`src/rtl/sdram_init_pkg.sv`:
```
package sdram_init_pkg;

  typedef enum logic [2:0] {
    ST_WAIT,
    ST_PRE,
    ST_PRE_GAP,
    ST_REF,
    ST_REF_GAP,
    ST_MRS,
    ST_MRS_GAP,
    ST_DONE
  } init_state_t;

  // {select_n, row_n, col_n, write_n}
  typedef enum logic [3:0] {
    CMD_NOP       = 4'b0111,
    CMD_PRECHARGE = 4'b0010,
    CMD_REFRESH   = 4'b0001,
    CMD_LOAD_MODE = 4'b0000
  } mem_cmd_t;

  function automatic logic [10:0] mode_word(input logic [2:0] cas_lat,
                                            input logic       burst_ilv,
                                            input logic [2:0] burst_code,
                                            input logic       single_wr);
    logic [10:0] w;
    w        = '0;
    w[2:0]   = burst_code;
    w[3]     = burst_ilv;
    w[6:4]   = cas_lat;
    w[9]     = single_wr;
    return w;
  endfunction

endpackage

```
`src/rtl/sdram_init_timer.sv`:
```
module sdram_init_timer #(
  parameter int CNT_W     = 16,
  parameter int RESET_VAL = 100
) (
  input  logic             clk,
  input  logic             rst,
  input  logic             load,
  input  logic [CNT_W-1:0] load_val,
  output logic             zero
);
  logic [CNT_W-1:0] cnt;

  always_ff @(posedge clk) begin
    if (rst) begin
      cnt <= CNT_W'(RESET_VAL);
    end else if (load) begin
      cnt <= load_val;
    end else if (cnt != '0) begin
      cnt <= cnt - CNT_W'(1);
    end
  end

  assign zero = (cnt == '0);
endmodule

```
`src/rtl/sdram_init_fsm.sv`:
```
module sdram_init_fsm
  import sdram_init_pkg::*;
#(
  parameter int CNT_W         = 16,
  parameter int REFRESH_COUNT = 2,
  parameter int T_RP          = 3,
  parameter int T_RC          = 10,
  parameter int T_MRD         = 2,
  parameter bit MODE_FIRST    = 1'b0
) (
  input  logic             clk,
  input  logic             rst,
  input  logic             tmr_zero,
  output logic             tmr_load,
  output logic [CNT_W-1:0] tmr_value,
  output mem_cmd_t         cmd_next,
  output logic             done_next
);
  localparam int RC_W = $clog2(REFRESH_COUNT + 1);

  init_state_t     state, state_d;
  logic [RC_W-1:0] ref_left;

  always_comb begin
    state_d   = state;
    tmr_load  = 1'b0;
    tmr_value = '0;
    if (tmr_zero) begin
      unique case (state)
        ST_WAIT: begin
          state_d  = ST_PRE;
          tmr_load = 1'b1;
        end
        ST_PRE: begin
          state_d   = ST_PRE_GAP;
          tmr_load  = 1'b1;
          tmr_value = CNT_W'(T_RP - 2);
        end
        ST_PRE_GAP: begin
          state_d  = MODE_FIRST ? ST_MRS : ST_REF;
          tmr_load = 1'b1;
        end
        ST_REF: begin
          state_d   = ST_REF_GAP;
          tmr_load  = 1'b1;
          tmr_value = CNT_W'(T_RC - 2);
        end
        ST_REF_GAP: begin
          tmr_load = 1'b1;
          if (ref_left != '0)  state_d = ST_REF;
          else if (MODE_FIRST) state_d = ST_DONE;
          else                 state_d = ST_MRS;
        end
        ST_MRS: begin
          state_d   = ST_MRS_GAP;
          tmr_load  = 1'b1;
          tmr_value = CNT_W'(T_MRD - 2);
        end
        ST_MRS_GAP: begin
          state_d  = MODE_FIRST ? ST_REF : ST_DONE;
          tmr_load = 1'b1;
        end
        default: state_d = ST_DONE;
      endcase
    end
  end

  always_ff @(posedge clk) begin
    if (rst) begin
      state    <= ST_WAIT;
      ref_left <= RC_W'(REFRESH_COUNT);
    end else begin
      state <= state_d;
      if (state == ST_REF && tmr_zero) ref_left <= ref_left - RC_W'(1);
    end
  end

  always_comb begin
    unique case (state_d)
      ST_PRE:  cmd_next = CMD_PRECHARGE;
      ST_REF:  cmd_next = CMD_REFRESH;
      ST_MRS:  cmd_next = CMD_LOAD_MODE;
      default: cmd_next = CMD_NOP;
    endcase
  end

  assign done_next = (state_d == ST_DONE);
endmodule

```
`src/rtl/sdram_init_pins.sv`:
```
module sdram_init_pins
  import sdram_init_pkg::*;
#(
  parameter int          ADDR_W = 11,
  parameter int          BANK_W = 2,
  parameter int          MASK_W = 4,
  parameter logic [10:0] MODE   = 11'h033
) (
  input  logic              clk,
  input  logic              rst,
  input  mem_cmd_t          cmd_next,
  input  logic              done_next,
  output logic              clk_en,
  output logic [MASK_W-1:0] byte_mask,
  output logic [3:0]        cmd_pins,
  output logic [ADDR_W-1:0] addr,
  output logic [BANK_W-1:0] bank,
  output logic              done
);
  localparam logic [ADDR_W-1:0] ALL_BANKS = ADDR_W'(11'h400);
  localparam logic [ADDR_W-1:0] MODE_EXT  = ADDR_W'(MODE);

  logic [ADDR_W-1:0] addr_d;

  always_comb begin
    unique case (cmd_next)
      CMD_PRECHARGE: addr_d = ALL_BANKS;
      CMD_LOAD_MODE: addr_d = MODE_EXT;
      default:       addr_d = '0;
    endcase
  end

  always_ff @(posedge clk) begin
    if (rst) begin
      clk_en    <= 1'b1;
      byte_mask <= '1;
      cmd_pins  <= CMD_NOP;
      addr      <= '0;
      bank      <= '0;
      done      <= 1'b0;
    end else begin
      clk_en    <= 1'b1;
      byte_mask <= '1;
      cmd_pins  <= cmd_next;
      addr      <= addr_d;
      bank      <= '0;
      done      <= done_next;
    end
  end
endmodule

```
`src/rtl/sdram_init_seq.sv`:
```
module sdram_init_seq
  import sdram_init_pkg::*;
#(
  parameter int         WAIT_CYCLES    = 10000,
  parameter int         REFRESH_COUNT  = 2,
  parameter int         T_RP           = 3,
  parameter int         T_RC           = 10,
  parameter int         T_MRD          = 2,
  parameter bit         MODE_FIRST     = 1'b0,
  parameter logic [2:0] CAS_LATENCY    = 3'd3,
  parameter bit         BURST_ILV      = 1'b0,
  parameter logic [2:0] BURST_LEN_CODE = 3'b011,
  parameter bit         SINGLE_WRITE   = 1'b0,
  parameter int         ADDR_W         = 11,
  parameter int         BANK_W         = 2,
  parameter int         MASK_W         = 4
) (
  input  logic              clk,
  input  logic              rst,
  output logic              mem_clk_en,
  output logic [MASK_W-1:0] mem_byte_mask,
  output logic              mem_sel_n,
  output logic              mem_row_n,
  output logic              mem_col_n,
  output logic              mem_wr_n,
  output logic [ADDR_W-1:0] mem_addr,
  output logic [BANK_W-1:0] mem_bank,
  output logic              init_done
);
  localparam int MAX_A   = (WAIT_CYCLES > T_RC) ? WAIT_CYCLES : T_RC;
  localparam int MAX_B   = (T_RP > T_MRD) ? T_RP : T_MRD;
  localparam int MAX_LEN = (MAX_A > MAX_B) ? MAX_A : MAX_B;
  localparam int CNT_W   = $clog2(MAX_LEN + 1);
  localparam logic [10:0] MODE_WORD =
    mode_word(CAS_LATENCY, BURST_ILV, BURST_LEN_CODE, SINGLE_WRITE);

  logic             tmr_load, tmr_zero;
  logic [CNT_W-1:0] tmr_value;
  mem_cmd_t         cmd_next;
  logic             done_next;
  logic [3:0]       cmd_pins;

  sdram_init_timer #(
    .CNT_W    (CNT_W),
    .RESET_VAL(WAIT_CYCLES - 1)
  ) u_timer (
    .clk     (clk),
    .rst     (rst),
    .load    (tmr_load),
    .load_val(tmr_value),
    .zero    (tmr_zero)
  );

  sdram_init_fsm #(
    .CNT_W        (CNT_W),
    .REFRESH_COUNT(REFRESH_COUNT),
    .T_RP         (T_RP),
    .T_RC         (T_RC),
    .T_MRD        (T_MRD),
    .MODE_FIRST   (MODE_FIRST)
  ) u_fsm (
    .clk      (clk),
    .rst      (rst),
    .tmr_zero (tmr_zero),
    .tmr_load (tmr_load),
    .tmr_value(tmr_value),
    .cmd_next (cmd_next),
    .done_next(done_next)
  );

  sdram_init_pins #(
    .ADDR_W(ADDR_W),
    .BANK_W(BANK_W),
    .MASK_W(MASK_W),
    .MODE  (MODE_WORD)
  ) u_pins (
    .clk      (clk),
    .rst      (rst),
    .cmd_next (cmd_next),
    .done_next(done_next),
    .clk_en   (mem_clk_en),
    .byte_mask(mem_byte_mask),
    .cmd_pins (cmd_pins),
    .addr     (mem_addr),
    .bank     (mem_bank),
    .done     (init_done)
  );

  assign {mem_sel_n, mem_row_n, mem_col_n, mem_wr_n} = cmd_pins;
endmodule

```
`config.mk`:
```
export PLATFORM = sky130hd
export DESIGN_NAME = sdram_init_seq
export DESIGN_NICKNAME = d
export VERILOG_FILES = /design/src/rtl/sdram_init_pkg.sv /design/src/rtl/sdram_init_timer.sv /design/src/rtl/sdram_init_fsm.sv /design/src/rtl/sdram_init_pins.sv /design/src/rtl/sdram_init_seq.sv
export SDC_FILE = /design/constraint.sdc
export NUM_CORES = 1
export LEC_CHECK = 0
export CAP_MARGIN = 5
export CORE_ASPECT_RATIO = 0.8
export CORE_MARGIN = 3
export CORE_UTILIZATION = 57
export DETAILED_ROUTE_END_ITERATION = 12
export HOLD_SLACK_MARGIN = 0.02
export PLACE_DENSITY = 0.86
export SLEW_MARGIN = 25
export SYNTH_ARGS = -nofsm -noshare
export SYNTH_HDL_FRONTEND = slang
export SYNTH_HIERARCHICAL = 1
export SYNTH_SLANG_ARGS = --single-unit
```
`constraint.sdc`:
```
create_clock -name clk -period 4.8 [get_ports clk]
set_input_delay 0.96 -clock clk [delete_from_list [all_inputs] [get_ports clk]]
set_output_delay 0.96 -clock clk [all_outputs]
set_load 0.01 [all_outputs]
```
==> results.txt, run 1 <==
run status = complete, no violations
TritonCTS clock tree = built
CP most frequent cell = inv_1
Hold Crit Class = flop to flop
Avg Synthesized Cell Area = 8.49 um2
number of global-route vias before repair = 1,046
CP Launch Type = flop
Finished Layout Cells = 223
Root Buffer = clkbuf_4
crit path kind = flop to flop
Lkg Pwr = 0.000621 uW
post-route ant nets = 0
row count = 16
Ports = 25
Cells after DPL = 219
Final Net Count = 192
unrepaired setup endpoints after global routing = false
reg2reg setup slack = 1.61 ns
delay-heaviest family, CP = simple AND/OR/NAND/NOR gates
min Tclk post-route = 3.19 ns
hold endpoint = u_timer/cnt[1]
worst r2r path cells = 11
most common cell in the netlist = buf_4
synth warn = 6
DR vias/cell = 5.22
synthesized area = 1600 um2
Max stage delay cell, worst path = nand4_1
CTS Hold Bufs = 0
worst endpoint required time = 5.00 ns
post_cts resized = 0
Crit path arrival time = 3.39 ns
flops & latches, synth = 26
Yosys top cell by area = dfxtp_1
cts bufs inserted = 3
clk slew on worst S/H paths = 0.14 ns
post-route clock period utilization = 0.664
DRC = 0
worst stage delay on the critical path = 0.49 ns
initial core utilization = 0.623
final WL = 2820 um
setup violators final = 0
DIE HEIGHT = 53.3 um
Peak VDD IR = 0.189 mV
die area = 3480 um2
HP Start = u_timer/cnt[1]
layout cell share with drive strength beyond 1 = 0.0856
final core utilization = 0.623
GP Congestion = 0.842
Worst setup EP type = flop
first drt pass iteration count = 4
Synth area leaders = dfxtp_1 (33%), buf_4 (14%), a21oi_1 (4.1%)
initial antenna violation count = 0
Vias = 1,163
Die Width = 65.2 um
post-DP HPWL = 2040 um
hold depth = 2
Post-CTS Setup Inserts = 0
Max Fanout on Critical Path = 19
first-pass GRT wire length = 4690 um
top cells by count, synth = buf_4 (30), dfxtp_1 (26), a21oi_1 (13), nand2_1 (9), nor2_1 (9)
Core Footprint = 2560 um2
FF-to-FF End = u_timer/cnt[3]
Max-slew headroom = 0.307
Synth Flop Type = dfxtp_1
crit path cell chain = inv_1, ha_1, nor3b_1, nand4_1, inv_1, inv_1, a31oi_1, buf_4, clkinv_1, nor3_1, a311oi_1
RR Startpoint = u_timer/cnt[0]
Fillers = 230
worst skew pair latency = 0.32 ns
number of DRC markers in iteration 0 = 45
wire per inst = 12.7 um
clock sinks = 26
top-area cell type share of the netlist area = 0.326
largest net degree at the start of global routing = 31
Slew Limit Fails = 0
ANT cells = 0
clk buf depth = 2
total power = 355 uW
max-cap violations = 0
IO buf count = 11
Hold Violations, Final = 0
grt total ovfl = 0
Clock Skew = 0.00349 ns
Area Growth Syn to Fin = -0.0784%
Worst Path Buf+Inv = 5
register area share after synthesis = 0.326
Global Route Usage Sum = 0.175
Synth Instances = 188
Post-synth EDFFs = 0
CTS H-tree depth = 1
Least-Margin Pin Slew = 1.04 ns
Max Fclk = 314 MHz
synth unique cells = 46
FFs w/ async S/R, synth = 0
PwrDens = 222 nW/um2
Final TNS setup = 0 ns
==> placed cells by master, fill, tap and decap left out, types with 2 or more instances in the layout <==
master            n
o21ai_1           3
mux2i_1           3
nand3b_1          2
and2_1            3
xnor2_1           3
ha_1              2
clkdlybuf4s50_1  11
nand2_1           9
dfxtp_1          26
or3_1             4
or2_2             3
nand3_1           2
clkbuf_4          3
nor2_1            9
a311oi_1          2
inv_1             6
conb_1           26
xor2_1            6
a21oi_1          13
nor3b_1           4
o31ai_1           2
o21ai_0           3
a211oi_1          3
nor3_1            4
nand2b_1          3
or4_4             2
nor4_1            6
and2b_2           2
o211ai_1          2
nor2b_1           4
==> final cells by class <==
type	instances	area (um2)	share of cell area
tap	36	45.0	0.0282
inverter	7	26.3	0.0165
clock buffer	4	36.3	0.0227
sequential	26	520	0.326
multi-input combinational	138	850	0.533
timing repair buffer	12	118	0.0737
==> worst max path at each step <==
stage	startpoint	end	slack (ns)	cells past startpoint
6_report	u_timer/cnt[0]	u_timer/cnt[3]	1.61	11
3_3_place_gp	u_timer/cnt[0]	u_timer/cnt[3]	1.90	11
5_1_grt	u_timer/cnt[3]	u_timer/cnt[3]	1.23	9
2_1_floorplan	u_timer/cnt[0]	u_timer/cnt[3]	2.09	13
4_1_cts	u_timer/cnt[0]	u_timer/cnt[3]	1.66	11
3_5_place_dp	u_timer/cnt[0]	u_timer/cnt[3]	1.68	11
==> logic make-up (layout without fill, tap and decap cells) <==
group / Yosys count / after routing / share of synthesized area
simple gates: 63 / 63 / 0.237
xor+xnor: 9 / 9 / 0.0494
flops: 26 / 26 / 0.326
compound gates: 34 / 34 / 0.140
other cells: 3 / 26 / 0.00705
buf+inv: 47 / 23 / 0.196
mux: 4 / 4 / 0.0282
fa+ha+maj: 2 / 2 / 0.0157
==> per-layer routing <==
layer / wire, um / GRT usage / vias up
met3: 185 / 0.0510 / 2
met5: 0 / 0 / -
met1: 1290 / 0.211 / 527
met4: 10 / 0.0690 / 0
li1: - / - / 592
met2: 1340 / 0.292 / 42
==> where the power goes <==
| group | switching [uW] | leakage (uW) | internal, uW | total, uW |
|---|---|---|---|---|
| Combinational | 15.0 | 0.000389 | 7.18 | 22.1 |
| Sequential | 2.59 | 0.000211 | 218 | 221 |
| Clock | 65.2 | 0.0000210 | 46.4 | 112 |
==> flip-flops by register name, indices dropped and copies added, names as in the netlist <==
register         flops
u_pins/addr          2
u_timer/cnt         14
u_fsm/ref_left       2
u_pins/done          1
u_pins/cmd_pins      4
u_fsm/state          3
==> worst min-delay path: cells and delay by family, from the launching register on <==
kind               cells  cell delay [ns]
AOI/OAI and AO/OA      1             0.08
DFF                    1             0.36
and+or+nand+nor        1             0.11
==> per-stage QoR <==
stage	worst slack [ns]	hold WS (ns)	area (um2)
6_report	1.61	0.572	1600
5_1_grt	1.23	0.613	1600
4_1_cts	1.66	0.572	1600
3_5_place_dp	1.68	0.549	1560
3_3_place_gp	1.90	0.493	1560
2_1_floorplan	2.09	0.478	1680
Note: power is estimated with default switching activity, not from simulation.
==> run 2: changes to the inputs <==
- CORE_UTILIZATION: 57 -> 53
- PLACE_DENSITY: 0.86 -> 0.81
- clock period: 4.8 -> 3.1 ns (I/O delays scaled with it)
==> results.txt, run 2 (synthesized netlist as in run 1, its figures left out) <==
run status = complete, no violations (unchanged)
total power = 648 uW (was 355 uW)
row count = 17 (was 16)
CTS Hold Bufs = 0 (unchanged)
CTS H-tree depth = 1 (unchanged)
FF-to-FF End = u_timer/cnt[3] (unchanged)
die area = 3710 um2 (was 3480 um2)
initial antenna violation count = 0 (unchanged)
Max Fanout on Critical Path = 13 (was 19)
Final TNS setup = 0 ns (unchanged)
unrepaired setup endpoints after global routing = false (unchanged)
crit path kind = flop to flop (unchanged)
first drt pass iteration count = 5 (was 4)
largest net degree at the start of global routing = 26 (was 31)
Max Fclk = 377 MHz (was 314 MHz)
met1 Use GR = 0.203 (was 0.211)
PwrDens = 393 nW/um2 (was 222 nW/um2)
Ports = 25 (unchanged)
Least-Margin Pin Slew = 0.869 ns (was 1.04 ns)
CP Launch Type = flop (unchanged)
Hold Crit Class = flop to flop (unchanged)
GP Congestion = 0.953 (was 0.842)
IO buf count = 11 (unchanged)
final WL = 2740 um (was 2820 um)
Area Growth Syn to Fin = 3.21% (was -0.0784%)
busiest grt layer = met2 (unchanged)
first-pass GRT wire length = 4240 um (was 4690 um)
grt total ovfl = 0 (unchanged)
DR vias/cell = 5.12 (was 5.22)
worst skew pair latency = 0.26 ns (was 0.32 ns)
hold depth = 2 (unchanged)
initial core utilization = 0.569 (was 0.623)
most frequent cells in the layout = conb_1 (26), dfxtp_1 (26), a21oi_1 (13) (unchanged)
number of global-route vias before repair = 919 (was 1,046)
clk buf depth = 2 (unchanged)
top flop regs = u_timer/cnt: 14 flops, u_pins/cmd_pins: 4 flops, u_fsm/state: 3 flops (unchanged)
hold endpoint = u_fsm/ref_left[1] (was u_timer/cnt[1])
setup violators final = 0 (unchanged)
HP Start = u_fsm/ref_left[1] (was u_timer/cnt[1])
TritonCTS clock tree = built (unchanged)
clock sinks = 26 (unchanged)
worst r2r path cells = 10 (was 11)
cts bufs inserted = 3 (unchanged)
max-cap violations = 0 (unchanged)
ANT cells = 0 (unchanged)
number of DRC markers in iteration 0 = 42 (was 45)
reg2reg setup slack = 0.45 ns (was 1.61 ns)
DP Area = 1580 um2 (was 1560 um2)
Die Width = 67.4 um (was 65.2 um)
Root Buffer = clkbuf_8 (was clkbuf_4)
Peak VDD IR = 0.309 mV (was 0.189 mV)
Vias = 1,162 (was 1,163)
Global Route Usage Sum = 0.152 (was 0.175)
post-route ant nets = 0 (unchanged)
Crit path arrival time = 2.79 ns (was 3.39 ns)
RR Startpoint = u_timer/cnt[0] (unchanged)
GRT met2 Usage = 0.245 (was 0.292)
Cells after DPL = 223 (was 219)
DRC = 0 (unchanged)
post-DP HPWL = 1980 um (was 2040 um)
met3 usage = 0.0465 (was 0.0510)
Finished Layout Cells = 227 (was 223)
min Tclk post-route = 2.65 ns (was 3.19 ns)
Worst setup EP type = flop (unchanged)
Clock Skew = 0.00199 ns (was 0.00349 ns)
Fillers = 270 (was 230)
DIE HEIGHT = 55.1 um (was 53.3 um)
cell area after layout = 1650 um2 (was 1600 um2)
worst endpoint required time = 3.24 ns (was 5.00 ns)
clk slew on worst S/H paths = 0.09 ns (was 0.14 ns)
Post-CTS Setup Inserts = 0 (unchanged)
post-route clock period utilization = 0.855 (was 0.664)
Final Net Count = 194 (was 192)
Slew Limit Fails = 0 (unchanged)
Hold Violations, Final = 0 (unchanged)
wire per inst = 12.1 um (was 12.7 um)
Max-slew headroom = 0.419 (was 0.307)
Biggest register = u_timer/cnt (unchanged)
post_cts resized = 0 (unchanged)
Core Footprint = 2810 um2 (was 2560 um2)
layout cell share with drive strength beyond 1 = 0.0952 (was 0.0856)
max FFs per register = 14 (unchanged)
Lkg Pwr = 0.000645 uW (was 0.000621 uW)
run 2: changes by cell type in the layout (fill, tap and decap cells not counted), sizes merged:
cell | before | now
buf | 1 | 3
bufinv | 0 | 1
clkbuf | 4 | 3
run 2: worst max-delay path by stage:
stage / endpoint / from / cells after the start / slack [ns]
after floorplan: u_timer/cnt[3] / u_timer/cnt[0] / 13 / 0.39
after global placement: u_timer/cnt[3] / u_timer/cnt[0] / 10 / 0.72
after detailed placement: u_timer/cnt[3] / u_timer/cnt[0] / 10 / 0.60
after CTS: u_timer/cnt[3] / u_timer/cnt[0] / 10 / 0.52
after global routing: u_timer/cnt[3] / u_timer/cnt[0] / 10 / 0.19
final: u_timer/cnt[3] / u_timer/cnt[0] / 10 / 0.45
run 2: layer usage:
layer | wire length [um] | part of all wire | up-vias
li1 | - | - | 595
met1 | 1310 | 0.48 | 524
met2 | 1240 | 0.45 | 38
met3 | 149 | 0.054 | 5
met4 | 38 | 0.014 | 0
met5 | 0 | 0 | -
run 2: through the flow:
step                 util  worst slack [ns]  hold slack (ns)
global route        0.587             0.192            0.542
detailed placement  0.561             0.601            0.511
finish              0.587             0.449            0.517
global placement    0.561             0.716            0.496
floorplan               -             0.387            0.478
CTS                 0.587             0.520            0.525
run 2: worst max-delay path, stage by stage (launching register included):
cell and delay, ns:
dfxtp_1 0.36, inv_1 0.07, ha_1 0.20, nor3b_1 0.42, nand4_1 0.20, inv_1 0.36, inv_1 0.09, a31oi_1 0.23
clkinv_1 0.28, nor3_1 0.24, a311oi_1 0.08
run 2: power breakdown:
part	switching [uW]	leakage [uW]	internal [uW]	total, uW
Clock	99.6	0.0000357	172	272
Sequential	4.37	0.000211	338	342
Combinational	22.2	0.000398	11.9	34.1
run 2: layout make-up:
| type | instances | area (um2) | area share |
|---|---|---|---|
| Clock buffer | 3 | 41.3 | 0.0251 |
| Inverter | 7 | 26.3 | 0.0159 |
| Multi-Input combinational cell | 138 | 850 | 0.516 |
| Clock inverter | 1 | 30.0 | 0.0182 |
| Tap cell | 38 | 47.5 | 0.0289 |
| Sequential cell | 26 | 520 | 0.316 |
| Timing Repair Buffer | 14 | 133 | 0.0805 |
==> run 3: changes to the inputs <==
- CTS_CLUSTER_SIZE: unset -> 40
- REMOVE_ABC_BUFFERS: unset -> 1
- SKIP_CTS_REPAIR_TIMING: unset -> 1
==> results.txt, run 3 (synthesized netlist as in run 1, its figures left out) <==
DR vias/cell = 5.35 (was 5.12)
IO buf count = 11 (unchanged)
worst skew pair latency = 0.27 ns (was 0.26 ns)
TritonCTS clock tree = built (unchanged)
DRC = 0 (unchanged)
Lkg Pwr = 0.000645 uW (unchanged)
Max Fclk = 382 MHz (was 377 MHz)
cts bufs inserted = 3 (unchanged)
Final Net Count = 194 (unchanged)
Max Fanout on Critical Path = 18 (was 13)
Cells after DPL = 223 (unchanged)
Global Route Usage Sum = 0.168 (was 0.152)
final WL = 2940 um (was 2740 um)
crit path cell chain = inv_1, ha_1, nor3b_1, nand4_1, inv_1, inv_1, a31oi_1, buf_4, nor3b_1, a311oi_1 (was inv_1, ha_1, nor3b_1, nand4_1, inv_1, inv_1, a31oi_1, clkinv_1, nor3_1, a311oi_1)
post-route clock period utilization = 0.845 (was 0.855)
post-route ant nets = 0 (unchanged)
Core Footprint = 2810 um2 (unchanged)
Biggest register = u_timer/cnt (unchanged)
worst stage delay on the critical path = 0.43 ns (was 0.42 ns)
largest net degree at the start of global routing = 19 (was 26)
die area = 3710 um2 (unchanged)
number of global-route vias before repair = 997 (was 919)
Hold Violations, Final = 0 (unchanged)
worst endpoint required time = 3.27 ns (was 3.24 ns)
CTS H-tree depth = 1 (unchanged)
GP Congestion = 0.983 (was 0.953)
most frequent cells in the layout = conb_1 (26), dfxtp_1 (26), a21oi_1 (13) (unchanged)
initial antenna violation count = 0 (unchanged)
clk slew on worst S/H paths = 0.08 ns (was 0.09 ns)
Hold Crit Class = flop to flop (unchanged)
setup violators final = 0 (unchanged)
PwrDens = 396 nW/um2 (was 393 nW/um2)
top flop regs = u_timer/cnt: 14 flops, u_pins/cmd_pins: 4 flops, u_fsm/state: 3 flops (unchanged)
DIE HEIGHT = 55.1 um (unchanged)
max FFs per register = 14 (unchanged)
clk buf depth = 2 (unchanged)
initial core utilization = 0.569 (unchanged)
unrepaired setup endpoints after global routing = false (unchanged)
run status = complete, no violations (unchanged)
max-cap violations = 0 (unchanged)
cell area after layout = 1650 um2 (unchanged)
clock sinks = 26 (unchanged)
row count = 17 (unchanged)
Final TNS setup = 0 ns (unchanged)
wire per inst = 12.9 um (was 12.1 um)
Worst setup EP type = flop (unchanged)
Fin Hold WS = 0.518 ns (was 0.517 ns)
Root Buffer = clkbuf_8 (unchanged)
number of DRC markers in iteration 0 = 60 (was 42)
post-DP HPWL = 2060 um (was 1980 um)
Ports = 25 (unchanged)
first drt pass iteration count = 4 (was 5)
Max stage delay cell, worst path = nor3b_1 (unchanged)
CP Launch Type = flop (unchanged)
Clock Skew = 0.0114 ns (was 0.00199 ns)
Die Width = 67.4 um (unchanged)
Least-Margin Pin Slew = 0.607 ns (was 0.869 ns)
DP Area = 1580 um2 (unchanged)
Slew Limit Fails = 0 (unchanged)
first-pass GRT wire length = 4630 um (was 4240 um)
Finished Layout Cells = 227 (unchanged)
ANT cells = 0 (unchanged)
final core utilization = 0.587 (unchanged)
Peak VDD IR = 0.321 mV (was 0.309 mV)
layout cell share with drive strength beyond 1 = 0.0952 (unchanged)
crit path kind = flop to flop (unchanged)
Vias = 1,214 (was 1,162)
Fillers = 256 (was 270)
grt total ovfl = 0 (unchanged)
CP most frequent cell = inv_1 (unchanged)
Crit path arrival time = 2.79 ns (about the same)
min Tclk post-route = 2.62 ns (was 2.65 ns)
Area Growth Syn to Fin = 3.21% (unchanged)
Max-slew headroom = 0.591 (was 0.419)
-- run 3: cell counts in the layout (fill, tap and decap cells not counted) --
Identical to the previous run, type by type.
-- run 3: layout make-up --
cell class | instances | area (um2) | area share
tap | 38 | 47.5 | 0.0289
timing repair buffer | 14 | 133 | 0.0805
clock buffer | 3 | 41.3 | 0.0251
multi-input combinational | 138 | 850 | 0.516
inverter | 7 | 26.3 | 0.0159
sequential | 26 | 520 | 0.316
clock inverter | 1 | 30.0 | 0.0182
-- run 3: through the flow --
step | setup slack, ns | total power (uW)
2_1_floorplan | -0.273 | 371
3_3_place_gp | 0.743 | 381
3_5_place_dp | 0.622 | 382
4_1_cts | 0.518 | 658
5_1_grt | 0.197 | 680
6_report | 0.480 | 652
-- run 3: final timing paths --
kind                        to  cells past startpoint               from  slack, ns
max             u_timer/cnt[3]                     10     u_timer/cnt[0]       0.48
min reg2reg  u_fsm/ref_left[1]                      2  u_fsm/ref_left[1]       0.52
min          u_fsm/ref_left[1]                      2  u_fsm/ref_left[1]       0.52
max reg2reg     u_timer/cnt[3]                     10     u_timer/cnt[0]       0.48
-- run 3: critical path, delay by kind of cell (launching register included) --
kind / cells / cell delay, ns
buffers and inverters: 4 / 0.75
AND/OR/NAND/NOR: 3 / 0.73
AO/OA/AOI/OAI: 2 / 0.48
flip-flops: 1 / 0.35
adder cells (fa/ha/maj): 1 / 0.21
-- run 3: where the power goes --
group	leakage, uW	switching, uW	total, uW	internal [uW]
registers	0.000211	4.13	342	338
logic	0.000398	21.8	33.4	11.6
clock network	0.0000357	104	277	173
-- run 3: layer usage --
metal  vias up  global-route usage  wire [um]
li1        600                   -          -
met3         7              0.0384        265
met5         -                   0          0
met1       547               0.229       1300
met4         0              0.0539         50
met2        60               0.263       1320
